`src/rtl/apt_pkg.sv`:
```
package apt_pkg;

  localparam int WORD_BITS = 32;

  typedef struct packed {
    logic       hit;
    logic       grp;
    logic [4:0] bit_idx;
  } word_pick_t;

  // Index of lowest set bit, 32 when the word is empty.
  function automatic logic [5:0] ctz32(input logic [31:0] w);
    logic [5:0] r;
    r = 6'd32;
    for (int i = 31; i >= 0; i--) begin
      if (w[i]) r = 6'(i);
    end
    return r;
  endfunction

  function automatic logic [7:0] level_of(input logic [7:0] prio, input int shift);
    return prio >> shift;
  endfunction

  function automatic logic [7:0] prio_of(input logic [7:0] lvl, input int shift);
    return lvl << shift;
  endfunction

endpackage

```
`src/rtl/apt_word_pick.sv`:
```
module apt_word_pick
  import apt_pkg::*;
(
  input  logic [31:0] g0_word,
  input  logic [31:0] g1_word,
  output word_pick_t  pick
);

  logic [5:0] tz0;
  logic [5:0] tz1;
  logic       g1_wins;

  assign tz0     = ctz32(g0_word);
  assign tz1     = ctz32(g1_word);
  // group 0 keeps ties
  assign g1_wins = tz1 < tz0;

  always_comb begin
    pick.hit     = (|g0_word) | (|g1_word);
    pick.grp     = g1_wins;
    pick.bit_idx = g1_wins ? tz1[4:0] : tz0[4:0];
  end

endmodule

```
`src/rtl/apt_bank.sv`:
```
module apt_bank #(
  parameter int LEVELS = 128
) (
  input  logic              clk,
  input  logic              rst_n,
  input  logic              set_en,
  input  logic [7:0]        set_idx,
  input  logic              clr_en,
  input  logic [7:0]        clr_idx,
  output logic [LEVELS-1:0] map_q
);

  localparam logic [LEVELS-1:0] ONE = {{(LEVELS-1){1'b0}}, 1'b1};

  logic [LEVELS-1:0] set_mask;
  logic [LEVELS-1:0] clr_mask;
  logic [LEVELS-1:0] map_d;

  assign set_mask = set_en ? (ONE << set_idx) : '0;
  assign clr_mask = clr_en ? (ONE << clr_idx) : '0;
  // clear first, then set
  assign map_d    = (map_q & ~clr_mask) | set_mask;

  always_ff @(posedge clk or negedge rst_n) begin
    if (!rst_n) map_q <= '0;
    else        map_q <= map_d;
  end


  bank_set_chk: assert property (@(posedge clk) disable iff (!rst_n)
    set_en |=> (map_q & $past(set_mask)) != '0);


  bank_clr_chk: assert property (@(posedge clk) disable iff (!rst_n)
    (clr_en && !(set_en && set_idx == clr_idx)) |=> (map_q & $past(clr_mask)) == '0);

endmodule

```
`src/rtl/active_prio_tracker.sv`:
```
module active_prio_tracker
  import apt_pkg::*;
#(
  parameter int PRIO_BITS = 7
) (
  input  logic       clk,
  input  logic       rst_n,
  input  logic       act_valid,
  input  logic [7:0] act_prio,
  input  logic       act_grp,
  input  logic       drop_valid,
  output logic [7:0] run_prio,
  output logic       run_grp,
  output logic       run_idle
);

  localparam int SHIFT  = 8 - PRIO_BITS;
  localparam int LEVELS = 1 << PRIO_BITS;
  localparam int NWORDS = LEVELS / WORD_BITS;
  localparam logic [7:0] LOW_MASK = 8'((1 << SHIFT) - 1);

  logic [LEVELS-1:0] grp_map [2];
  word_pick_t        picks [NWORDS];

  logic [7:0] act_lvl;
  logic [7:0] run_lvl;
  logic       any_active;
  logic       top_grp;
  logic       drop_fire;

  assign act_lvl   = level_of(act_prio, SHIFT);
  assign drop_fire = drop_valid && any_active;

  for (genvar g = 0; g < 2; g++) begin : g_bank
    apt_bank #(.LEVELS(LEVELS)) u_bank (
      .clk     (clk),
      .rst_n   (rst_n),
      .set_en  (act_valid && (act_grp == 1'(g))),
      .set_idx (act_lvl),
      .clr_en  (drop_fire && (top_grp == 1'(g))),
      .clr_idx (run_lvl),
      .map_q   (grp_map[g])
    );
  end

  for (genvar w = 0; w < NWORDS; w++) begin : g_word
    apt_word_pick u_pick (
      .g0_word (grp_map[0][w*WORD_BITS +: WORD_BITS]),
      .g1_word (grp_map[1][w*WORD_BITS +: WORD_BITS]),
      .pick    (picks[w])
    );
  end

  // scan from the top down so the lowest nonzero word is applied last
  always_comb begin
    any_active = 1'b0;
    top_grp    = 1'b0;
    run_lvl    = '0;
    for (int w = NWORDS - 1; w >= 0; w--) begin
      if (picks[w].hit) begin
        any_active = 1'b1;
        top_grp    = picks[w].grp;
        run_lvl    = 8'(w * WORD_BITS) | {3'b000, picks[w].bit_idx};
      end
    end
  end

  assign run_idle = !any_active;
  assign run_grp  = any_active && top_grp;
  assign run_prio = any_active ? prio_of(run_lvl, SHIFT) : 8'hFF;


  low_bits_zero_chk: assert property (@(posedge clk) disable iff (!rst_n)
    !run_idle |-> (run_prio & LOW_MASK) == 8'h00);


  act_bound_chk: assert property (@(posedge clk) disable iff (!rst_n)
    act_valid |=> (!run_idle && run_prio <= $past(act_prio & ~LOW_MASK)));


  drop_mono_chk: assert property (@(posedge clk) disable iff (!rst_n)
    (drop_valid && !act_valid && !run_idle) |=> (run_idle || run_prio >= $past(run_prio)));


  idle_drop_chk: assert property (@(posedge clk) disable iff (!rst_n)
    (run_idle && drop_valid && !act_valid) |=> run_idle);


  idle_out_chk: assert property (@(posedge clk) disable iff (!rst_n)
    run_idle |-> (run_prio == 8'hFF && !run_grp));

endmodule

```
`config.mk`:
```
export PLATFORM = sky130hd
export DESIGN_NAME = active_prio_tracker
export DESIGN_NICKNAME = d
export VERILOG_FILES = /design/src/rtl/apt_pkg.sv /design/src/rtl/apt_word_pick.sv /design/src/rtl/apt_bank.sv /design/src/rtl/active_prio_tracker.sv
export SDC_FILE = /design/constraint.sdc
export NUM_CORES = 1
export LEC_CHECK = 0
export BUFFER_PORTS_ARGS = -buffer_cell sky130_fd_sc_hd__buf_2
export CAP_MARGIN = 10
export CORE_MARGIN = 10
export CORE_UTILIZATION = 55
export CTS_CLUSTER_SIZE = 24
export DETAILED_ROUTE_END_ITERATION = 7
export HOLD_SLACK_MARGIN = 0.03
export PLACE_DENSITY = 0.71
export SLEW_MARGIN = 20
export SYNTH_ARGS = -nofsm -noshare
export SYNTH_HDL_FRONTEND = slang
export SYNTH_SLANG_ARGS = --single-unit
```
`constraint.sdc`:
```
create_clock -name clk -period 4.9 [get_ports clk]
set_input_delay 0 -clock clk [delete_from_list [all_inputs] [get_ports clk]]
set_output_delay 0 -clock clk [all_outputs]
set_load 0.01 [all_outputs]
```
==> run metrics <==
Max Fclk between 200 and 250 MHz; First-pass DRT Iterations 5; FF+latch count, synth 256; Initial DRC Count 2006; Final Critical Period ~5 ns; final hold viol count 0; area growth from synthesis to layout 11.9%; Worst Path Arrival 4.86 ns; # rows 64; max reg flops 256; YS warnings 0; pre-CTS setup slack between 0.08 and 0.09 ns; Hold Worst Slack 0.00752 ns; clock slew at reported path FFs approximately 0.060 ns; status completed; # setup viols final 0; fill cell count 2708; top cell type by total area after synthesis dfrtp_1; Max Slew Vio Count 0; sequential fraction of the synthesis area 0.376; crit-path max FO 34; Slew @ Worst Pin 1.30 ns; worst vdd ir approximately 720 uV; Hold WC Path Type primary input to async pin; Routability Congestion 1.07; power density cells between 300 and 400 mW/mm^2; initial antenna violation count 0; I/O Buffers 21; most common cell in the synthesized netlist o21ai_0; core area roughly 0.031 mm^2; Cells after Synth between 2000 and 2500; Post-DP HPWL 41.7 mm; synth cell count leaders o21ai_0 (306), nand2_1 (274), inv_1 (264); Max Root-Sink Buffers 3; share of layout cells above drive strength 1 0.129; root buffer cell clkbuf_16; pin count of the biggest net entering global routing 122; initial core utilization 0.557; Biggest register g_bank.u_bank.map_q; number of flops mapped to enable cells by yosys 0; kind of critical path flop to output port; width of the die 196 um; top-area cell type share of the netlist area 0.376; H-tree levels 1; Final Util 0.623; design area 0.0191 mm^2; Worst Setup Start Kind flop; Top Ports 23; TritonCTS clock tree yes; synthesized cell area about 0.017 mm^2; drt drc 0; period utilisation layout 0.991; grt total ovfl 0; die height 196 um; Cell variety after synth a little over 80; Max Clock Skew approximately 0.022 ns; Avg WL per Cell 24.7 um; clock sinks around 260; fin worst setup slack around 0.044 ns; LEAKAGE 7.82 nW; gr usage total 0.311; Synth Flop Type dfrtp_1; # Max-Cap Violations 0; Syn Nets 2116; vias in the first global route about 16000; synth top area cells dfrtp_1 (38%), o21ai_0 (9.0%), o211ai_1 (7.1%); Pwr Total 0.00705 W; Nets 2138; relative slew slack 0.132; total CTS buffers 30; placed inst area 0.0179 mm^2; DR vias 17100; first-pass GRT wire length 95.3 mm; Largest regs g_bank.u_bank.map_q (256); latest clock arrival within the worst-skew pair 0.58 ns; CP required ~4.9 ns; RSZ-0062 raised after global routing yes; DR vias/cell 6.79; CP Capture Type output port; fraction of registers with async set/reset 1.00; remaining antenna violation count after routing 0; Die ar. 0.0384 mm^2; Ant. Diodes 0; Post-Route WL between 60 and 70 mm; syn avg cell area a little over 8 um^2
[power by group]
part           switching (W)  leakage (nW)  total, W  internal, W
Clock               0.000899         0.453   0.00215      0.00125
Sequential         0.0000543          2.33   0.00221      0.00216
Combinational        0.00194          5.04   0.00269     0.000746
[area by class of cell]
class	instances	area, um^2	share of cell area
Sequential cell	256	6410	0.336
Clock inverter	2	10.0	0.000525
Tap cell	396	495	0.0260
Clock buffer	44	905	0.0475
Multi-Input combinational cell	1455	9290	0.487
Timing Repair Buffer	96	953	0.0500
Inverter	266	1000	0.0524
[timing repair]
| action | in CTS | in global routing |
|---|---|---|
| endpoints found under the hold margin | 107 | 2 |
| setup endpoints to repair | 1 | 235 |
| setup buffers | 0 | 1 |
| hold buffers | 9 | 1 |
| pin swaps | 0 | 3 |
| gates resized for setup | 3 | 22 |
| cloned | 0 | 1 |
[layout by cell type (no fill, tap or decap), types with 19 or more instances in the layout]
cell       instances
a21oi_1           41
buf_2             20
buf_4             44
clkbuf_16         32
dfrtp_1          256
ha_1              20
inv_1            264
nand2_1          274
nand2b_1          31
nand3_1           60
nand4_1           19
nor2_1           102
nor2b_1           29
nor3_1            25
nor4_1            60
o211ai_1         162
o211ai_2          60
o21ai_0          302
o221ai_1          42
[worst paths after layout]
| kind | startpoint | cells past startpoint | endpoint | slack (ns) |
|---|---|---|---|---|
| worst max-delay path | g_bank[0].u_bank.map_q[60]$_DFF_PN0_ | 16 | run_prio[2] | 0.04 |
| min in group clk | act_prio[5] | 4 | g_bank[0].u_bank.map_q[33]$_DFF_PN0_ | 0.07 |
| max in group asynchronous | rst_n | 3 | g_bank[1].u_bank.map_q[102]$_DFF_PN0_ | 3.66 |
| worst min-delay path | rst_n | 2 | g_bank[0].u_bank.map_q[54]$_DFF_PN0_ | 0.008 |
| worst max register to register | g_bank[0].u_bank.map_q[60]$_DFF_PN0_ | 17 | g_bank[0].u_bank.map_q[56]$_DFF_PN0_ | 0.13 |
| worst min register to register | g_bank[1].u_bank.map_q[64]$_DFF_PN0_ | 2 | g_bank[1].u_bank.map_q[64]$_DFF_PN0_ | 0.56 |
[per-stage QoR]
stage / TNS (ns) / std cells
detailed placement: 0 / 2457
CTS: 0 / 2512
global placement: 0 / 2457
floorplan: 0 / 2083
finish: 0 / 2515
global route: -0.278 / 2515
[cells by family after synthesis]
group	share of synthesized area
buffers and inverters	0.0892
AND/OR/NAND/NOR	0.206
adder cells (fa/ha/maj)	0.0147
flip-flops	0.376
AO/OA/AOI/OAI	0.304
multiplexers	0.00992
[layer usage]
layer | part of all wire | global-route usage | vias up
met5 | 0 | 0 | -
met4 | 0.058 | 0.157 | 0
met3 | 0.10 | 0.0605 | 238
met2 | 0.45 | 0.482 | 970
met1 | 0.40 | 0.406 | 8263
li1 | - | - | 7597
[critical path: stages (launching register included)]
cell,delay (ns)
dfrtp_1,0.43
nor4_2,0.36
buf_4,0.18
nand4_1,0.18
or3_4,0.42
ha_1,0.33
and3_1,0.21
and3_1,0.21
and2_1,0.14
o211a_1,0.12
a211o_4,0.37
mux2_1,0.38
a22oi_2,0.30
o21ai_4,0.17
buf_12,0.23
nand2_1,0.08
buf_2,0.14
(Power assumes the default switching activity.)
